==> src/rtl/pkt_router.sv <==
module pkt_router #(
  parameter int W     = 8,
  parameter int DEPTH = 16
) (
  input  logic            clk,
  input  logic            rst_n,
  input  logic            in_valid,
  input  logic [W-1:0]    in_data,
  output logic            suspend,
  output logic            parity_err,
  output logic [3:0]      out_ready,
  input  logic [3:0]      out_read,
  output logic [4*W-1:0]  out_data
);
  localparam int NP = 4;
  localparam int AW = $clog2(DEPTH);
  localparam int CW = $clog2(DEPTH + 1);

  typedef enum logic [2:0] {S_DST, S_SRC, S_LEN, S_PAY, S_TAIL} st_t;

  st_t          st;
  logic [5:0]   left;
  logic [W-1:0] par;
  logic [1:0]   cur;
  logic         perr;

  logic [W-1:0]  fmem [DEPTH];
  logic [AW-1:0] fwp, frp;
  logic [CW-1:0] fcnt, fnext;
  logic          own_v;
  logic [1:0]    own;

  logic [NP-1:0] s_full, s_emp;
  logic [1:0]    pn;
  logic          to_float, room, acc, wr_f, rd_f;
  logic [W-1:0]  fhead;

  assign pn       = (st == S_DST) ? in_data[1:0] : cur;
  assign to_float = own_v && own == pn;
  assign room     = to_float ? (fcnt != CW'(DEPTH)) : (!s_full[pn] || !own_v);
  assign suspend  = in_valid && !room;
  assign acc      = in_valid && room;
  assign wr_f     = acc && (to_float || s_full[pn]);
  assign rd_f     = own_v && out_read[own] && s_emp[own] && fcnt != '0;
  assign fhead    = fmem[frp];
  assign fnext    = fcnt + CW'(wr_f) - CW'(rd_f);
  assign parity_err = perr;

  for (genvar p = 0; p < NP; p++) begin : g_port
    logic [W-1:0]  mem [DEPTH];
    logic [AW-1:0] wp, rp;
    logic [CW-1:0] cnt;
    logic [W-1:0]  dq;
    logic          wr, rd;

    assign wr        = acc && !wr_f && pn == 2'(p);
    assign rd        = out_read[p] && cnt != '0;
    assign s_full[p] = cnt == CW'(DEPTH);
    assign s_emp[p]  = cnt == '0;
    assign out_ready[p] = !s_emp[p] || (own_v && own == 2'(p) && fcnt != '0);
    assign out_data[p*W +: W] = dq;

    always_ff @(posedge clk or negedge rst_n) begin
      if (!rst_n) begin
        wp <= '0; rp <= '0; cnt <= '0; dq <= '0;
      end else begin
        if (wr) begin
          mem[wp] <= in_data;
          wp <= wp + 1'b1;
        end
        if (rd) begin
          dq <= mem[rp];
          rp <= rp + 1'b1;
        end else if (rd_f && own == 2'(p)) begin
          dq <= fhead;
        end
        cnt <= cnt + CW'(wr) - CW'(rd);
      end
    end

    a_r11_ready_holds: assert property (@(posedge clk) disable iff (!rst_n)
      (out_ready[p] && !out_read[p]) |=> out_ready[p]);
  end

  always_ff @(posedge clk or negedge rst_n) begin
    if (!rst_n) begin
      fwp <= '0; frp <= '0; fcnt <= '0; own_v <= 1'b0; own <= '0;
    end else begin
      if (wr_f) begin
        fmem[fwp] <= in_data;
        fwp <= fwp + 1'b1;
      end
      if (rd_f) frp <= frp + 1'b1;
      fcnt <= fnext;
      if (wr_f && !own_v) begin
        own_v <= 1'b1;
        own   <= pn;
      end else if (own_v && fnext == '0) begin
        own_v <= 1'b0;
      end
    end
  end

  always_ff @(posedge clk or negedge rst_n) begin
    if (!rst_n) begin
      st <= S_DST; left <= '0; par <= '0; cur <= '0; perr <= 1'b0;
    end else begin
      perr <= 1'b0;
      if (acc) begin
        case (st)
          S_DST: begin cur <= in_data[1:0]; par <= in_data; st <= S_SRC; end
          S_SRC: begin par <= par ^ in_data; st <= S_LEN; end
          S_LEN: begin
            par  <= par ^ in_data;
            left <= in_data[5:0];
            st   <= (in_data[5:0] == '0) ? S_TAIL : S_PAY;
          end
          S_PAY: begin
            par  <= par ^ in_data;
            left <= left - 1'b1;
            if (left == 6'd1) st <= S_TAIL;
          end
          S_TAIL: begin perr <= in_data != par; st <= S_DST; end
          default: st <= S_DST;
        endcase
      end
    end
  end

  a_r7_spare_owned: assert property (@(posedge clk) disable iff (!rst_n)
    (fcnt != '0) |-> own_v);

  a_r7_owner_stable: assert property (@(posedge clk) disable iff (!rst_n)
    (own_v && $past(own_v)) |-> $stable(own));

  a_r6_static_first: assert property (@(posedge clk) disable iff (!rst_n)
    (own_v && !s_emp[own] && !wr_f) |=> fcnt == $past(fcnt));

  a_r10_single_pulse: assert property (@(posedge clk) disable iff (!rst_n)
    perr |=> !perr);

  a_r8_stall_persists: assert property (@(posedge clk) disable iff (!rst_n)
    (suspend && out_read == '0) |=> (!in_valid || !$stable(in_data) || suspend));
endmodule

==> config.mk <==
export PLATFORM = sky130hd
export DESIGN_NAME = pkt_router
export DESIGN_NICKNAME = d
export VERILOG_FILES = /design/src/rtl/pkt_router.sv
export SDC_FILE = /design/constraint.sdc
export NUM_CORES = 1
export LEC_CHECK = 0
export BUFFER_PORTS_ARGS = -buffer_cell sky130_fd_sc_hd__clkbuf_2
export CAP_MARGIN = 20
export CORE_MARGIN = 5
export CORE_UTILIZATION = 63
export DETAILED_ROUTE_END_ITERATION = 10
export PLACE_DENSITY = 0.77
export SKIP_LAST_GASP = 1
export SLEW_MARGIN = 20
export SYNTH_ARGS = -nofsm -noshare
export SYNTH_HDL_FRONTEND = slang
export SYNTH_SLANG_ARGS = --single-unit
==> constraint.sdc <==
create_clock -name clk -period 4.5 [get_ports clk]
set_input_delay 0.45 -clock clk [delete_from_list [all_inputs] [get_ports clk]]
set_output_delay 0.45 -clock clk [all_outputs]
set_load 0.05 [all_outputs]
==> impl_metrics.yaml, run 1 <==
setup_path:
  cp-start-kind: "flip-flop"
  rr_endpoint: "own_v"
  worst-path-max-fanout: 12
  cp.arrival_ns: 4.62
  required_ns: 4.99
  worstSetupPathType: "reg2reg"
  timing.critical_path.to_type: "flip-flop"
  regToRegStartpoint: "st[1]"
  rr_worst_depth: 14
  reg2reg_slack_ns: 0.37
cts:
  cts_tree: "done"
  htreeDepth: 3
  hold_buffers: 1
  clock_latency_ns: 0.60
  cts_buffers: 76
  cts_setup_buffers: 0
  clock_path_buffers: 3
  ctsResizeCount: 0
  clock_sinks: 760
  cts_root_buf: "clkbuf_16"
  clk_pin_slew_worst_paths_ns: 0.06
global_route:
  groute.usage.overall_pct: 26.52
  grt_max_degree: 86
  grt_pass1_vias: 16330
  antenna_found_initial: 2
  grt_overflow: 0
  grt_pass1_wl_mm: 104.8
routing:
  wl_met2_mm: 34.70
  ant_nets: 0
  drc: 0
  wl_met3_mm: 5.386
  highest_layer: "met4"
  post_drt_via_cell_ratio: 6.375
  vias: 15840
  avgRoutedWirePerCell_um: 27.79
  first_iter_violations: 1784
  drtPass1Iterations: 5
  routed_wl_mm: 69.06
  met1_length_mm: 26.09
yosys:
  syn_area_per_cell_um2: 19.13
  ys_seq_area_share_pct: 71.15
  yosys.area.top_type_share_pct: 61.54
  synthDistinctLibCells: 67
  ys_ff_latch: 760
  yosysWarnings: 0
  synth-edff-count: 640
  ys_top_cells_by_area: "edfxtp_1, mux4_2, dfrtp_1"
  synthSimpleGateAreaFrac_pct: 4.547
  synth_most_common_cell: "edfxtp_1"
  yosys.area_share.xor_xnor_pct: 1.683
  synth_area_leader_cell: "edfxtp_1"
  synthesis.nets: 1710
  synthTopCellsByCount: "edfxtp_1, mux4_2, dfrtp_1"
  synth_area_um2: 31230
  yosys.area_share.adder_pct: 2.604
  synth_top_family_by_area: "multiplexers"
  ys_async_sr_fraction_pct: 15.79
  synth-compound-area-share_pct: 3.530
  ys.flop_type: "edfxtp_1"
  netlist_instances: 1633
  synth_mux_area_share_pct: 14.78
timing:
  maxSlewViolCount: 0
  worst_slew_pin_slew_ns: 1.092
  finClkSkew_ns: 0.02724
  fmax_ghz: 0.2420
  relSlewSlack_pct: 27.21
  rsz0062_at_grt: "no"
  period_needed_ns: 4.132
  fin_tns_setup_ns: 0
  finalSetupViolations: 0
  fin_crit_sh_pct: 91.82
  finalHoldViolCount: 0
  fin_ws_ns: 0.3681
cells_and_area:
  fin_nets: 1841
  drive_above_1_share_pct: 25.67
  fillers: 2927
  area_growth_pct: 12.30
power_and_ir_drop:
  pwr-share-seq_pct: 41.4
  pwr-share-clk_pct: 27.6
  internal-power_mw: 15.27
  switchingPower_mw: 7.388
  p_leak_nw: 12.33
  peakVddDrop_mv: 0.4315
  pwr-share-comb_pct: 31.0
  power_density_nw_per_um2: 646.0
  switching_share_pct: 32.61
floorplan:
  start_util_pct: 63.80
  rows: 81
  die-area_um2: 54130
  fp.dieH_um: 232.7
  fp.coreArea_um2: 48950
  io_pins: 53
  die_w_um: 232.7
place:
  port_buffers: 52
  post-dp-hpwl_mm: 42.43
  dp_slack_ns: 0.3989
  gp_congestion: 0.8128
hold_path:
  min_to: "fwp[2]"
  hp-start: "in_valid"
  hp-class: "in2reg"
  holdPathStages: 3
job:
  max_cap_violations: 0
outcome:
  status: "complete, no violations"
-- logic make-up after synthesis --
group | Yosys count
AO/OA/AOI/OAI | 146
XOR/XNOR | 60
adder cells (fa/ha/maj) | 62
buffers and inverters | 137
flip-flops | 760
multiplexers | 210
AND/OR/NAND/NOR | 258
-- worst max-delay path by stage --
stage	start	to	slack (ns)	depth (start not counted)
floorplan	g_port[3].cnt[3]	own_v	0.61	16
global placement	in_data[1]	own_v	0.47	15
detailed placement	in_data[1]	own_v	0.40	15
CTS	st[1]	own_v	0.43	14
global route	st[1]	own_v	0.07	14
finish	st[1]	own_v	0.37	14
-- layout by cell type (no fill, tap or decap), types with 42 or more instances in the layout --
cell type and instances:
nor2_1 44, xnor2_1 47, dfrtp_1 114, mux4_2 200
edfxtp_1 640, buf_4 75, clkbuf_16 76, clkbuf_2 43
ha_1 57, nand2_1 51, nor3_1 42, inv_1 62
-- critical path, stage by stage, from the launching register on --
cell	delay [ns]
dfrtp_1	0.50
o31ai_1	0.54
nand2_1	0.23
o211a_1	0.35
o32ai_2	0.30
nand2_1	0.19
ha_1	0.31
inv_1	0.06
ha_1	0.16
inv_1	0.06
fa_1	0.43
xnor2_1	0.18
or4_1	0.48
o21ai_0	0.17
nand2_1	0.07
-- per-stage QoR --
step / hold slack [ns] / cells / instance area, um^2 / util (%) / power, mW
detailed placement: 0.4256 / 2349 / 32600 / 66.61 / 16.49
finish: 0.2287 / 2485 / 35070 / 71.65 / 22.66
global route: 0.2090 / 2483 / 35070 / 71.64 / 23.69
CTS: 0.2053 / 2483 / 35070 / 71.64 / 22.81
global placement: 0.4162 / 2349 / 32600 / 66.61 / 16.25
floorplan: 0.1544 / 1633 / 31230 / - / 14.30
-- layer usage --
layer  vias to the layer above  GRT usage, %
met2                       687         43.09
met5                         -             0
met4                         0         9.987
li1                       6814             -
met3                       144         5.540
met1                      8197         36.27
-- area by class of cell --
class | instances | area [um^2] | share of cell area, %
diodes | 2 | 5.005 | 0.01427
clock buffers | 96 | 2027 | 5.780
clock inverters | 37 | 425.4 | 1.213
inverters | 63 | 239.0 | 0.6814
multi-input cells | 736 | 8481 | 24.18
flip-flops and latches | 760 | 22230 | 63.38
well taps | 664 | 830.8 | 2.369
repair buffers | 127 | 834.6 | 2.380
-- sequential cells by signal (all words and copies together), names as in the netlist --
name        cells
g_port.cnt     20
g_port.rp      16
par             8
parity_err      1
frp             4
fwp             4
g_port.dq      32
fcnt            5
g_port.wp      16
own             2
cur             2
own_v           1
left            6
st              3
fmem          128
g_port.mem    512
-- power groups by stage --
| stage | registers (mW) | clock network, mW | logic, mW |
|---|---|---|---|
| floorplan | 9.30 | 0 | 5.00 |
| global placement | 9.47 | 0 | 6.78 |
| detailed placement | 9.51 | 0 | 6.98 |
| CTS | 9.39 | 6.35 | 7.07 |
| global route | 9.51 | 6.69 | 7.49 |
| finish | 9.37 | 6.26 | 7.02 |
(Power assumes the default switching activity.)
==> inputs of run 2 (changes only) <==
Settings changed: CORE_MARGIN 5 to 2.
Clock period 4.5 ns to 4.6 ns, I/O delays scaled along.
==> run 2 against run 1 <==
  * Non-clock buffer count fell by 9
  * Flip-flop and latch count did not move
  * Utilization fell by 0.14 points
  * Critical endpoint unchanged
  * Die area fell by 5.1%
  * Critical path depth rose by 3
  * Final area fell by 0.19%
  * Via count rose by 0.33%
==> impl_metrics.yaml, run 2 (synthesized netlist as in run 1, its figures left out) <==
outcome:
  status: "complete, no violations"
place:
  post-dp-hpwl_mm: 41.61
  gp_congestion: 0.8166
  dp_slack_ns: 0.5099
  port_buffers: 52
floorplan:
  io_pins: 53
  fp.coreArea_um2: 48950
  fp.dieH_um: 226.7
  die_w_um: 226.7
  rows: 81
  die-area_um2: 51370
  start_util_pct: 63.80
cells_and_area:
  area_growth_pct: 12.08
  top_regs: "g_port.mem (512), fmem (128), g_port.dq (32)"
  fin_util_pct: 71.51
  largest_reg_flops: 512
  layout_common_cells: "edfxtp_1, mux4_2, dfrtp_1"
  fin_nets: 1833
  final_common_cell: "edfxtp_1"
  regMostFlops: "g_port.mem"
  drive_above_1_share_pct: 25.08
timing:
  finClkSkew_ns: 0.02719
  fin_tns_setup_ns: 0
  finalSetupViolations: 0
  period_needed_ns: 4.070
  relSlewSlack_pct: 29.87
  finalHoldViolCount: 0
  fin_crit_sh_pct: 88.49
  fin_ws_ns: 0.5295
  rsz0062_at_grt: "no"
  worst_slew_pin_slew_ns: 1.052
  fmax_ghz: 0.2457
  maxSlewViolCount: 0
setup_path:
  reg2reg_slack_ns: 0.53
  cp.arrival_ns: 4.57
  cp-start-kind: "flip-flop"
  worst-path-max-fanout: 5
  timing.critical_path.to_type: "flip-flop"
  required_ns: 5.10
  cpMaxStageDelayCell: "or4_1"
  worstSetupPathType: "reg2reg"
  rr_worst_depth: 17
  rr_endpoint: "own_v"
  slowest_delay_ns: 0.46
  crit_chain: "inv_1 > ha_1 > nor4bb_1 > buf_4 > a21bo_2 > o211a_1 > o32ai_2 > nand2_1 > ha_1 > inv_1 > ha_1 > inv_1 > fa_1 > xnor2_1 > or4_1 > o21ai_0 > nand2_1"
  regToRegStartpoint: "g_port[3].cnt[2]"
routing:
  ant_nets: 0
  first_iter_violations: 1706
  post_drt_via_cell_ratio: 6.401
  drc: 0
  vias: 15890
  drtPass1Iterations: 5
  routed_wl_mm: 67.28
  avgRoutedWirePerCell_um: 27.10
power_and_ir_drop:
  p_leak_nw: 12.29
  pwr-share-comb_pct: 30.4
  switchingPower_mw: 7.138
  peakVddDrop_mv: 0.4710
  pwr-share-clk_pct: 27.6
  power_density_nw_per_um2: 627.4
  internal-power_mw: 14.83
  pwr-share-seq_pct: 42.0
  switching_share_pct: 32.50
global_route:
  antenna_found_initial: 4
  grt_pass1_wl_mm: 101.7
  grt_overflow: 0
  groute.usage.overall_pct: 27.54
  grt_max_degree: 86
  grt_pass1_vias: 16070
cts:
  cts_tree: "done"
  htreeDepth: 3
  ctsResizeCount: 0
  clk_pin_slew_worst_paths_ns: 0.06
  cts_root_buf: "clkbuf_16"
  cts_buffers: 77
  clock_path_buffers: 3
  clock_latency_ns: 0.62
  clock_sinks: 760
job:
  max_cap_violations: 0
hold_path:
  hp-start: "in_valid"
  holdPathStages: 3
  hp-class: "in2reg"
  min_to: "fwp[2]"
==> run 2: area by class of cell <==
type / count / area (um^2)
multi-input cells: 736 / 8481
diodes: 1 / 2.502
well taps: 664 / 830.8
flip-flops and latches: 760 / 22230
inverters: 63 / 239.0
repair buffers: 118 / 769.5
fillers: 2971 / 13950
clock inverters: 31 / 299.0
clock buffers: 110 / 2153
==> run 2: stage by stage <==
stage / hold slack, ns / cells / instance area [um^2] / total power [mW]
3_5_place_dp: 0.4644 / 2340 / 32540 / 16.03
4_1_cts: 0.1842 / 2482 / 35000 / 22.11
3_3_place_gp: 0.4626 / 2340 / 32540 / 15.80
5_1_grt: 0.2125 / 2483 / 35000 / 22.94
2_1_floorplan: 0.1644 / 1633 / 31230 / 13.99
6_report: 0.2091 / 2483 / 35000 / 21.96
==> run 2: how the worst max path moves through the flow <==
stage,startpoint,to,slack (ns),cells after the start
2_1_floorplan,g_port[3].cnt[3],own_v,0.71,16
3_3_place_gp,in_data[1],own_v,0.50,15
3_5_place_dp,in_data[1],own_v,0.51,15
4_1_cts,g_port[3].cnt[2],own_v,0.53,17
5_1_grt,st[1],own_v,0.14,14
6_report,g_port[3].cnt[2],own_v,0.53,17
==> run 2: power groups by stage <==
stage / combinational (mW) / clock, mW / sequential [mW]
floorplan: 4.89 / 0 / 9.10
CTS: 6.73 / 6.15 / 9.23
global route: 7.16 / 6.42 / 9.36
finish: 6.68 / 6.06 / 9.22
detailed placement: 6.66 / 0 / 9.37
global placement: 6.49 / 0 / 9.31
==> run 2: metal layers <==
layer | vias up | track usage, % | part of all wire [%]
li1 | 6816 | - | -
met1 | 8323 | 38.30 | 39
met2 | 628 | 44.71 | 50
met3 | 123 | 5.637 | 7.4
met4 | 4 | 8.510 | 3.0
met5 | - | 0 | 0.034
==> run 2: worst max-delay path, delay by kind of cell (launching register included) <==
family / cells / cell delay (ns)
XOR/XNOR: 1 / 0.17
buffers and inverters: 4 / 0.38
AO/OA/AOI/OAI: 4 / 0.97
flip-flops: 1 / 0.38
adder cells (fa/ha/maj): 4 / 1.02
AND/OR/NAND/NOR: 4 / 1.02
==> run 2: repair_timing <==
action / in CTS / in global routing
setup buffers: 0 / 0
hold buffers: 1 / 0
endpoints found under the hold margin: 34 / 0
==> inputs of run 3 (changes only) <==
Settings changed: CTS_CLUSTER_DIAMETER from default to 50.
Clock period 4.6 ns to 4 ns, I/O delays scaled along.
==> run 3 against run 2 <==
  * Via count rose by 0.76%
  * Fmax rose by 7.1%
  * Sequential power rose by 14%
  * Critical endpoint unchanged
  * Largest cell class unchanged
  * Highest routed layer is now met4
==> impl_metrics.yaml, run 3 (synthesized netlist as in run 1, its figures left out) <==
power_and_ir_drop:
  power.total_mw: 25.85
  pwr-share-seq_pct: 40.7
  pwr-share-comb_pct: 31.0
  p_leak_nw: 12.63
  switching_share_pct: 32.22
  switchingPower_mw: 8.328
  peakVddDrop_mv: 0.4247
  internal-power_mw: 17.52
  pwr-share-clk_pct: 28.4
  power_density_nw_per_um2: 727.1
global_route:
  grt_pass1_vias: 16440
  groute.usage.overall_pct: 27.69
  grt_pass1_wl_mm: 103.0
  grt_max_degree: 86
  grt_overflow: 0
  antenna_found_initial: 0
floorplan:
  die-area_um2: 51370
  fp.dieH_um: 226.7
  rows: 81
  fp.coreArea_um2: 48950
  start_util_pct: 63.80
  die_w_um: 226.7
  io_pins: 53
setup_path:
  slowest_delay_ns: 0.47
  worstSetupPathType: "reg2reg"
  required_ns: 4.50
  crit_chain: "inv_1 > ha_1 > nor4bb_4 > buf_4 > a21bo_2 > o211a_1 > o32ai_2 > nand2_1 > ha_1 > inv_1 > ha_1 > inv_1 > fa_1 > xnor2_1 > or4_1 > o21ai_1 > nand2_1"
  cpMaxStageDelayCell: "or4_1"
  worst-path-max-fanout: 2
  timing.critical_path.to_type: "flip-flop"
  cp.arrival_ns: 4.30
  cp-start-kind: "flip-flop"
cells_and_area:
  stdcell_area_um2: 35550
  final_cells: 2528
  fin_nets: 1876
  final_common_cell: "edfxtp_1"
  drive_above_1_share_pct: 27.36
  n_antenna_cell: 0
  area_growth_pct: 13.81
  top_regs: "g_port.mem (512), fmem (128), g_port.dq (32)"
  regMostFlops: "g_port.mem"
  largest_reg_flops: 512
  layout_common_cells: "edfxtp_1, mux4_2, dfrtp_1"
place:
  dp_cells: 2380
  port_buffers: 52
  post-dp-hpwl_mm: 42.51
  placed_area_um2: 32880
  gp_congestion: 0.8295
routing:
  routed_wl_mm: 67.76
  first_iter_violations: 1466
  avgRoutedWirePerCell_um: 26.80
  drtPass1Iterations: 5
  post_drt_via_cell_ratio: 6.335
  vias: 16020
  drc: 0
  ant_nets: 0
timing:
  hold_ws_ns: 0.1702
  worst_slew_pin_slew_ns: 1.004
  maxSlewViolCount: 0
  fin_crit_sh_pct: 95.00
  finClkSkew_ns: 0.01924
  period_needed_ns: 3.800
  finalSetupViolations: 0
  relSlewSlack_pct: 33.04
  fmax_ghz: 0.2632
  finalHoldViolCount: 0
cts:
  clock_latency_ns: 0.62
  clk_pin_slew_worst_paths_ns: 0.06
  clock_sinks: 760
  cts_buffers: 78
  cts_root_buf: "clkbuf_16"
  htreeDepth: 3
  cts_tree: "done"
  clock_path_buffers: 3
outcome:
  status: "complete, no violations"
job:
  max_cap_violations: 0
hold_path:
  hp-class: "in2reg"
==> run 3: cell types whose count changed in the layout (fill, tap and decap cells not counted), sizes merged <==
| cell | before | now |
|---|---|---|
| buf | 74 | 116 |
| bufinv | 5 | 7 |
| clkbuf | 153 | 151 |
| clkinv | 23 | 25 |
| inv | 65 | 67 |
| diode | 1 | 0 |
==> run 3: area by class of cell <==
class,instances,area (um^2)
clock buffer,108,2242
clock inverter,37,381.6
fill,2902,13410
inverter,63,239.0
multi-input combinational,736,8502
sequential,760,22230
tap,664,830.8
timing repair buffer,160,1122
==> run 3: critical path: cells and delay by family (launching register included) <==
family                   cells  cell delay [ns]
adder cells (fa/ha/maj)      4             1.04
buffers and inverters        4             0.38
AO/OA/AOI/OAI                4             0.74
flip-flops                   1             0.39
XOR/XNOR                     1             0.17
AND/OR/NAND/NOR              4             0.98
==> run 3: layer usage <==
metal  wire length, um  track usage [%]  up-vias
met5                 0                0        -
met4              1907            9.677        0
met3              4413            4.393      109
met2             34270            45.43      622
met1             27170            38.49     8376
li1                  -                -     6908
==> run 3: stage by stage <==
stage / utilization [%] / setup WS [ns] / setup TNS [ns]
after floorplan: - / 0.1122 / 0
after CTS: 72.54 / 0.04954 / 0
after global placement: 67.16 / 0.2260 / 0
after global routing: 72.61 / -0.04584 / -0.04584
final: 72.61 / 0.2000 / 0
after detailed placement: 67.16 / 0.08499 / 0
==> run 3: final timing paths <==
kind	from	to	slack, ns	depth (start not counted)
worst min-delay path	in_data[1]	g_port[3].mem[14][1]	0.17	2
worst max-delay path	g_port[3].cnt[3]	own_v	0.20	17
max in group asynchronous	rst_n	g_port[3].rp[0]	2.34	3
worst max register to register	g_port[3].cnt[3]	own_v	0.20	17
worst min register to register	g_port[0].dq[6]	g_port[0].dq[6]	0.48	1
min in group asynchronous	rst_n	g_port[0].wp[0]	0.34	2
==> run 3: timing repair <==
item / CTS / global route
endpoints found under the hold margin: 43 / 0
resized for setup: 0 / 4
hold buffers: 1 / 0
buffers inserted: 0 / 2
endpoints found under the setup margin: 0 / 1
==> run 3: power by group through the flow <==
stage                     Combinational (mW)  Sequential [mW]  Clock, mW
after floorplan                         5.62             10.5          0
after global placement                  7.72             10.6          0
after detailed placement                7.93             10.7          0
after CTS                               8.00             10.5       7.43
after global routing                    8.55             10.7       7.75
final                                   8.00             10.5       7.33
